**src/rtl/aud_fmt_pkg.sv**
```systemverilog
package aud_fmt_pkg;

  typedef enum logic [1:0] {
    SRC_0    = 2'b00,
    SRC_1    = 2'b01,
    SRC_2    = 2'b10,
    SRC_MUTE = 2'b11
  } src_code_e;

  // Bit of a slot at position pos: long LSB-first word or short MSB-first
  // word built from the upper bits of the sample; unused positions are low.
  function automatic logic slot_bit(input logic [31:0] word,
                                    input int unsigned long_w,
                                    input int unsigned short_w,
                                    input int unsigned pos,
                                    input logic        lsb_long);
    logic b;
    b = 1'b0;
    if (lsb_long) begin
      if (pos < long_w) b = word[pos[4:0]];
    end else if (pos < short_w) begin
      b = word[5'(long_w - 1 - pos)];
    end
    return b;
  endfunction

endpackage

```
**src/rtl/aud_bit_timer.sv**
```systemverilog
module aud_bit_timer #(
  parameter int CW = 6
) (
  input  logic          clk,
  input  logic          rst,
  input  logic          clr,
  input  logic          tick,
  output logic          rise_go,
  output logic          fall_go,
  output logic          frame_go,
  output logic [CW-1:0] cnt_nx
);
  logic          ph_q;   // 1: bit clock is in its high half (next tick falls)
  logic [CW-1:0] cnt_q;

  // Idle position is "last bit, high half": the first tick starts a frame.
  always_ff @(posedge clk) begin
    if (rst || clr) begin
      ph_q  <= 1'b1;
      cnt_q <= '1;
    end else if (tick) begin
      ph_q <= ~ph_q;
      if (ph_q) cnt_q <= cnt_q + 1'b1;
    end
  end

  always_comb begin
    rise_go  = tick && !ph_q && !clr && !rst;
    fall_go  = tick &&  ph_q && !clr && !rst;
    cnt_nx   = fall_go ? cnt_q + 1'b1 : cnt_q;
    frame_go = fall_go && (cnt_q == '1);
  end
endmodule

```
**src/rtl/aud_conceal.sv**
```systemverilog
module aud_conceal #(
  parameter int W    = 20,
  parameter int NSRC = 3
) (
  input  logic            clk,
  input  logic            rst,
  input  logic            load,
  input  logic [1:0]      sel_in,
  input  logic            fmt_in,
  input  logic [NSRC*W-1:0] smp_l,
  input  logic [NSRC*W-1:0] smp_r,
  input  logic [NSRC-1:0] err_l,
  input  logic [NSRC-1:0] err_r,
  output logic [W-1:0]    nxt_l,
  output logic [W-1:0]    nxt_r,
  output logic [1:0]      nxt_sel,
  output logic            nxt_fmt,
  output logic [W-1:0]    cur_l,
  output logic [W-1:0]    cur_r,
  output logic [1:0]      cur_sel,
  output logic            cur_fmt
);
  always_comb begin
    nxt_sel = sel_in;
    nxt_fmt = fmt_in;
    nxt_l   = cur_l;
    nxt_r   = cur_r;
    if (32'(sel_in) < NSRC) begin
      if (!err_l[sel_in]) nxt_l = smp_l[32'(sel_in)*W +: W];
      if (!err_r[sel_in]) nxt_r = smp_r[32'(sel_in)*W +: W];
    end
  end

  // The frame registers double as the "last sent" store for concealment.
  always_ff @(posedge clk) begin
    if (rst) begin
      cur_l   <= '0;
      cur_r   <= '0;
      cur_sel <= aud_fmt_pkg::SRC_MUTE;
      cur_fmt <= 1'b0;
    end else if (load) begin
      cur_l   <= nxt_l;
      cur_r   <= nxt_r;
      cur_sel <= nxt_sel;
      cur_fmt <= nxt_fmt;
    end
  end
endmodule

```
**src/rtl/aud_serial_fmt.sv**
```systemverilog
module aud_serial_fmt #(
  parameter int SMP_W    = 20,
  parameter int SHORT_W  = 16,
  parameter int NSRC     = 3,
  parameter int SLOT_LOG = 5
) (
  input  logic                  clk,
  input  logic                  rst,
  input  logic                  mck_en,
  input  logic                  lock,
  input  logic                  stop,
  input  logic [1:0]            src_sel,
  input  logic                  fmt_long,
  input  logic [NSRC*SMP_W-1:0] smp_l,
  input  logic [NSRC*SMP_W-1:0] smp_r,
  input  logic [NSRC-1:0]       err_l,
  input  logic [NSRC-1:0]       err_r,
  output logic                  bclk_o,
  output logic                  wclk_o,
  output logic                  sdata_o
);
  import aud_fmt_pkg::*;

  localparam int CW = SLOT_LOG + 1;

  logic             rise_go, fall_go, frame_go;
  logic [CW-1:0]    cnt_nx;
  logic [SMP_W-1:0] nl, nr, cl, cr, el, er, word;
  logic [1:0]       nsel, csel, esel;
  logic             nfmt, cfmt, efmt;
  logic             bclk_i, wclk_i, bclk_nx, wclk_nx, bit_nx;

  aud_bit_timer #(.CW(CW)) u_timer (
    .clk(clk), .rst(rst), .clr(stop), .tick(mck_en),
    .rise_go(rise_go), .fall_go(fall_go), .frame_go(frame_go),
    .cnt_nx(cnt_nx)
  );

  aud_conceal #(.W(SMP_W), .NSRC(NSRC)) u_conceal (
    .clk(clk), .rst(rst), .load(frame_go),
    .sel_in(src_sel), .fmt_in(fmt_long),
    .smp_l(smp_l), .smp_r(smp_r), .err_l(err_l), .err_r(err_r),
    .nxt_l(nl), .nxt_r(nr), .nxt_sel(nsel), .nxt_fmt(nfmt),
    .cur_l(cl), .cur_r(cr), .cur_sel(csel), .cur_fmt(cfmt)
  );

  // Bit 0 of a frame is emitted on the same edge that captures the frame.
  always_comb begin
    esel    = frame_go ? nsel : csel;
    efmt    = frame_go ? nfmt : cfmt;
    el      = frame_go ? nl   : cl;
    er      = frame_go ? nr   : cr;
    word    = cnt_nx[CW-1] ? er : el;
    bit_nx  = (esel == SRC_MUTE) ? 1'b0 :
              slot_bit(32'(word), SMP_W, SHORT_W, 32'(cnt_nx[CW-2:0]), efmt);
    bclk_nx = rise_go ? 1'b1 : (fall_go ? 1'b0 : bclk_i);
    wclk_nx = fall_go ? ~cnt_nx[CW-1] : wclk_i;
  end

  always_ff @(posedge clk) begin
    if (rst || stop) begin
      bclk_i  <= 1'b0;
      wclk_i  <= 1'b0;
      bclk_o  <= 1'b0;
      wclk_o  <= 1'b0;
      sdata_o <= 1'b0;
    end else begin
      bclk_i <= bclk_nx;
      wclk_i <= wclk_nx;
      bclk_o <= lock & bclk_nx;
      wclk_o <= lock & wclk_nx;
      if (fall_go) sdata_o <= bit_nx;
    end
  end
endmodule

```
**config.mk**
```make
export PLATFORM = sky130hd
export DESIGN_NAME = aud_serial_fmt
export DESIGN_NICKNAME = d
export VERILOG_FILES = /design/src/rtl/aud_fmt_pkg.sv /design/src/rtl/aud_bit_timer.sv /design/src/rtl/aud_conceal.sv /design/src/rtl/aud_serial_fmt.sv
export SDC_FILE = /design/constraint.sdc
export NUM_CORES = 1
export LEC_CHECK = 0
export ABC_AREA = 1
export BUFFER_PORTS_ARGS = -buffer_cell sky130_fd_sc_hd__buf_2
export CORE_UTILIZATION = 45
export DETAILED_ROUTE_END_ITERATION = 7
export GPL_ROUTABILITY_DRIVEN = 0
export PLACE_DENSITY_LB_ADDON = 0.15
export SETUP_SLACK_MARGIN = 0.2
export SLEW_MARGIN = 5
export SYNTH_ARGS = -nofsm -noshare
export SYNTH_HDL_FRONTEND = slang
export SYNTH_HIERARCHICAL = 1
export SYNTH_SLANG_ARGS = --single-unit
```
**constraint.sdc**
```tcl
create_clock -name clk -period 4 [get_ports clk]
set_input_delay 0.4 -clock clk [delete_from_list [all_inputs] [get_ports clk]]
set_output_delay 0.4 -clock clk [all_outputs]
set_load 0.01 [all_outputs]
```
==> flow_summary.yaml, run 1 <==
run_status:
  status: "finished with violations"
  violations: "design-rule violations"
clock_network:
  cts.sinks: 55
  post_cts_buffers: 0
  clock_path_buffers: 2
  insertion_delay_ns: 0.30
  clkSlewWorstSetupHoldPaths_ns: 0.07
  cts_tree: "built"
  cts-root-buf: "clkbuf_16"
  cts_made_buffers: 5
  cts_resized: 0
  cts.htree.levels: 2
  cts_hold_buf: 0
global_route:
  grt_pass1_vias: 5536
  grt_pass1_wl_um: 24900
  overflow: 0
  grt_max_degree: 79
  antenna_found_initial: 0
  track_usage: 0.239
final_layout:
  multi_input_area_um2: 3400
  area_growth_pct: 15.1
  final_cell_mix: "nand2_1 (456), nand3_1 (196), inv_1 (139), buf_2 (136), nor2_1 (97)"
  final_common_cell: "nand2_1"
  drive_gt1_frac: 0.160
  area.sequential_um2: 1100
  diodes: 0
  fillCellCount: 1293
  nets: 1288
  final_util: 0.540
critical_path:
  critPathTopFamily: "simple AND/OR/NAND/NOR gates"
  cp_num_buf_inv: 2
  cp-start-kind: "input pin"
  path_cells: "buf_2 -> buf_4 -> nand2_1 -> nand3_1 -> nand2_1 -> nand2_1 -> nand2_1 -> nand2_1 -> nand3_1 -> nand2_1 -> nand2_1 -> nand3_1 -> nand2_1 -> nand2_1 -> nand2_1 -> nor2_1 -> nand2_1 -> nand2_1 -> nand2_1 -> nand2_1 -> a21oi_2"
  crit_arrival_ns: 3.07
  crit_start: "src_sel[0]"
  crit_top_cell: "nand2_1"
  cp_data_required_time_ns: 4.19
  max_stage_delay_ns: 0.43
  crit_slowest_cell: "buf_2"
  timing.rr.start: "u_timer/cnt_q[1]"
  endpoint_kind: "flop"
  crit_path_max_fanout: 28
  path_class: "in -> reg"
route:
  vias: 6343
  wl_met3_um: 1090
  remaining_drc_errors: 9
  dr.pass1.iters: 8
  ant_nets: 0
  avgViaCountPerCell: 4.89
  wl_met2_um: 6500
  wire_per_inst_um: 11.3
  finalWirelength_um: 14700
  drt_iter0_markers: 436
  met1_length_um: 6830
  highest_layer: "met4"
sta:
  tns_ns: 0
  slew_headroom: 0.540
  hold_viol: 0
  fmaxAchievable_mhz: 347
  rsz0062_at_grt: "no"
  tightestPinTransition_ns: 0.688
  maxSlewViolCount: 0
  clock_skew_ns: 0.00483
  setup_viol: 0
  finalCritPeriodShare: 0.720
  period_minus_slack_ns: 2.88
placement:
  io_buffers: 136
  hpwl_um: 10600
yosys:
  yosysWarnings: 6
  synthXorXnorAreaFrac: 0.00323
  synth_compound_area_frac: 0.0237
  yosysSeqAreaShare: 0.203
  synth_fp_nets: 1193
  synth-seq-cells: 55
  yosysTopAreaCell: "nand2_1"
  synth_cell_types: 34
  netlist_area_um2: 5430
  avgSynthCellArea_um2: 5.14
  synth_top_family_by_area: "simple AND/OR/NAND/NOR gates"
  synthTopCellsByArea: "nand2_1 (32%), dfxtp_1 (20%), nand3_1 (18%)"
  synth.mux.area_fraction: 0
  synth_top_cell_area_share: 0.315
  syn_inst: 1057
  yosys.area_share.adder: 0.00461
  yosys.area_share.simple: 0.594
floorplanning:
  initial_core_util: 0.469
  io_pins: 137
  die_h_um: 112
  rows: 39
  coreArea_um2: 11600
  die_w_um: 112
  dieArea_um2: 12500
pwr:
  ir_worst_vdd_v: 0.000199
  clkPwrFrac: 0.276
  p_int_mw: 1.17
  p_per_area_nw_per_um2: 301
  p_sw_mw: 0.711
  cellLeakagePower_nw: 3.78
  p_comb_frac: 0.398
  swShare: 0.378
  pwr-share-seq: 0.326
min_path:
  hold_start: "fmt_long"
  hold_class: "in -> reg"
run:
  maxCapViolCount: 0
==> state kept, by name, summed over array words and instances, names as in the netlist <==
register           count
bclk_i                 1
u_conceal/cur_sel      2
wclk_i                 1
bclk_o                 1
wclk_o                 1
u_timer/cnt_q          6
u_conceal/cur_fmt      1
u_conceal/cur_l       20
u_conceal/cur_r       20
u_timer/ph_q           1
sdata_o                1
==> final timing paths <==
check,to,slack (ns),depth (start not counted)
max reg2reg,sdata_o,1.38,19
min reg2reg,u_conceal/cur_sel[0],0.48,2
max,sdata_o,1.12,21
min,u_conceal/cur_fmt,0.34,3
==> power by group through the flow <==
stage                     clock network (mW)  logic [mW]  registers, mW
final                                  0.519       0.749          0.614
after global routing                   0.555       0.857          0.620
after CTS                              0.531       0.745          0.614
after detailed placement                   0       0.741          0.626
after global placement                     0       0.741          0.626
after floorplan                            0       0.570          0.619
==> cell usage after synthesis <==
library cell  number
a21oi_1            5
clkinv_1           1
clkbuf_1          10
o21ai_0            4
inv_4              1
nor4_1             1
nand3_2            7
nor2_1            97
o21ai_1            5
buf_2             26
or2_1              1
inv_2              4
buf_4             12
o21bai_2           1
inv_1            139
inv_8              1
xor2_1             2
buf_1             10
buf_6              4
o21ai_2            2
nor3_1             3
o211ai_1           2
buf_8              1
ha_1               2
nand3_4            1
nand2_8            1
clkinv_8           1
a31oi_1            1
nand2_1          456
nand3_1          196
a21oi_2            1
dfxtp_1           55
nor2_4             2
nand2_2            2
==> area by class of cell <==
type / count / share of cell area
inverter: 147 / 0.0919
multi-input combinational: 792 / 0.545
clock inverter: 2 / 0.00561
clock buffer: 6 / 0.0222
timing repair buffer: 151 / 0.131
sequential: 55 / 0.176
tap: 143 / 0.0286
==> metrics by stage <==
| stage | setup slack [ns] | hold slack (ns) | std cells | total power, mW | cell area (um2) |
|---|---|---|---|---|---|
| 5_1_grt | 0.782 | 0.352 | 1296 | 2.03 | 6250 |
| 4_1_cts | 1.11 | 0.341 | 1296 | 1.89 | 6250 |
| 3_3_place_gp | 0.804 | 0.459 | 1288 | 1.37 | 6080 |
| 2_1_floorplan | 1.90 | 0.446 | 1057 | 1.19 | 5430 |
| 3_5_place_dp | 0.795 | 0.462 | 1288 | 1.37 | 6080 |
| 6_report | 1.12 | 0.337 | 1296 | 1.88 | 6250 |
==> metal layers <==
layer	track usage	up-vias
met3	0.0348	30
met2	0.395	223
met5	0	-
li1	-	3403
met4	0.0721	0
met1	0.322	2687
==> kinds of logic after synthesis <==
| family | Yosys count |
|---|---|
| AO/OA/AOI/OAI | 21 |
| XOR/XNOR | 2 |
| adder cells (fa/ha/maj) | 2 |
| buffers and inverters | 210 |
| flip-flops | 55 |
| AND/OR/NAND/NOR | 767 |
==> worst min-delay path, stage by stage <==
cell and delay [ns]:
buf_2 0.09, nor2_1 0.04, nor2_1 0.08
No activity file was read; power rests on OpenSTA's default activity.
==> run 2: changes to the inputs <==
==> constraint.sdc (replaced) <==
create_clock -name clk -period 2.6 [get_ports clk]
set_input_delay 0.26 -clock clk [delete_from_list [all_inputs] [get_ports clk]]
set_output_delay 0.26 -clock clk [all_outputs]
set_load 0.01 [all_outputs]
==> run 2 against run 1 <==
  * The run still ends with design-rule violations left
  * Sequential share of layout area is 0.74 points lower
  * Critical path type is now reg -> reg
  * Sequential power grew 55%
  * Sequential cell count unchanged
  * Worst hold slack got worse by 0.13 ns
  * Utilization up 2.6 points
  * Routed wire length rose by 7.9%
==> flow_summary.yaml, run 2 (synthesized netlist as in run 1, its figures left out) <==
placement:
  io_buffers: 136
  hpwl_um: 11200
run:
  maxCapViolCount: 0
final_layout:
  reg_top3: "u_conceal/cur_l x20, u_conceal/cur_r x20, u_timer/cnt_q x6"
  final_cell_mix: "nand2_1 (454), nand3_1 (194), inv_1 (139), buf_2 (136), nor2_1 (97)"
  nets: 1308
  final_common_cell: "nand2_1"
  diodes: 0
  area_growth_pct: 20.7
  drive_gt1_frac: 0.181
run_status:
  status: "finished with violations"
  violations: "design-rule violations"
global_route:
  grt_pass1_vias: 5686
  grt_max_degree: 43
  grt_pass1_wl_um: 26400
  antenna_found_initial: 0
  track_usage: 0.255
  overflow: 0
sta:
  period_minus_slack_ns: 2.20
  finalCritPeriodShare: 0.848
  tns_ns: 0
  fmaxAchievable_mhz: 454
  clock_skew_ns: 0.00598
  slew_headroom: 0.665
  hold_viol: 0
  rsz0062_at_grt: "no"
  maxSlewViolCount: 0
  tightestPinTransition_ns: 0.503
  setup_viol: 0
pwr:
  cellLeakagePower_nw: 3.91
  p_int_mw: 1.75
  pwr-share-seq: 0.330
  p_per_area_nw_per_um2: 439
  clkPwrFrac: 0.235
  p_sw_mw: 1.13
  swShare: 0.392
  p_comb_frac: 0.434
  ir_worst_vdd_v: 0.000267
  p_total_mw: 2.88
critical_path:
  crit_slowest_cell: "dfxtp_2"
  max_stage_delay_ns: 0.37
  path_cells: "ha_4 -> nand3_4 -> nor3_4 -> buf_6 -> clkbuf_16 -> nand2_1 -> nand3_1 -> nand2_1 -> o21ai_1 -> nand2_1 -> nand3_1 -> nand2_1 -> nand2_1 -> nand3_1 -> nand2_1 -> nand2_1 -> a21oi_2"
  cp_data_required_time_ns: 2.83
  crit_top_cell: "nand2_1"
  critPathTopFamily: "simple AND/OR/NAND/NOR gates"
  endpoint_kind: "flop"
  crit_arrival_ns: 2.44
  cp-start-kind: "flop"
  path_class: "reg -> reg"
  cp_num_buf_inv: 2
  crit_path_max_fanout: 20
floorplanning:
  coreArea_um2: 11600
  initial_core_util: 0.469
  rows: 39
  die_h_um: 112
  dieArea_um2: 12500
  io_pins: 137
  die_w_um: 112
clock_network:
  cts.sinks: 55
  cts_hold_buf: 0
  clock_path_buffers: 2
  cts_tree: "built"
  clkSlewWorstSetupHoldPaths_ns: 0.07
  cts-root-buf: "clkbuf_16"
  cts.htree.levels: 2
  insertion_delay_ns: 0.29
  cts_made_buffers: 5
route:
  dr.pass1.iters: 7
  drt_iter0_markers: 488
  vias: 6491
  finalWirelength_um: 15900
  avgViaCountPerCell: 4.93
  wire_per_inst_um: 12.1
  remaining_drc_errors: 10
  ant_nets: 0
min_path:
  hold_class: "in -> reg"
## run 2: metal layers
| metal | share of wire | routed length [um] | vias up | global-route usage |
|---|---|---|---|---|
| li1 | - | - | 3445 | - |
| met4 | 0.020 | 325 | 0 | 0.0730 |
| met2 | 0.45 | 7100 | 237 | 0.422 |
| met5 | 0 | 0 | - | 0 |
| met3 | 0.068 | 1070 | 29 | 0.0316 |
| met1 | 0.46 | 7360 | 2780 | 0.346 |
## run 2: what timing repair did
item	CTS	global route
endpoints found under the setup margin	1	1
setup buffers	2	1
hold endpoints to repair	0	0
pin swaps	1	1
cloned	1	3
gates resized for setup	1	17
## run 2: through the flow
step	utilization	std cells	hold slack, ns	cell area, um2	worst slack (ns)
finish	0.567	1316	0.208	6550	0.396
global placement	0.538	1301	0.462	6220	0.204
detailed placement	0.538	1301	0.465	6220	0.199
global route	0.567	1316	0.228	6550	0.227
floorplan	-	1057	0.385	5430	0.510
CTS	0.555	1312	0.216	6410	0.219
## run 2: final timing paths
kind	slack, ns	cells after the start	startpoint	end
worst min-delay path	0.21	3	fmt_long	u_conceal/cur_fmt
worst max-delay path	0.40	17	u_timer/cnt_q[1]	sdata_o
worst max register to register	0.40	17	u_timer/cnt_q[1]	sdata_o
worst min register to register	0.48	2	u_conceal/cur_sel[1]	u_conceal/cur_sel[1]
## run 2: area by class of cell
class,instances,area [um2]
fill,1283,5010
clock inverter,1,5.00
tap,143,179
clock buffer,7,133
timing repair buffer,171,1100
sequential,55,1110
inverter,147,579
multi-input combinational,792,3450
## run 2: worst reg2reg max path, delay by kind of cell (launching register included)
kind | cells | cell delay (ns)
flops | 1 | 0.37
fa+ha+maj | 1 | 0.16
simple gates | 12 | 0.99
compound gates | 2 | 0.25
buf+inv | 2 | 0.37
## run 2: power groups by stage
stage	registers (mW)	logic, mW	clock network [mW]
2_1_floorplan	0.952	0.877	0
3_3_place_gp	0.964	1.17	0
3_5_place_dp	0.963	1.18	0
4_1_cts	0.944	1.20	0.685
5_1_grt	0.959	1.42	0.720
6_report	0.950	1.25	0.678
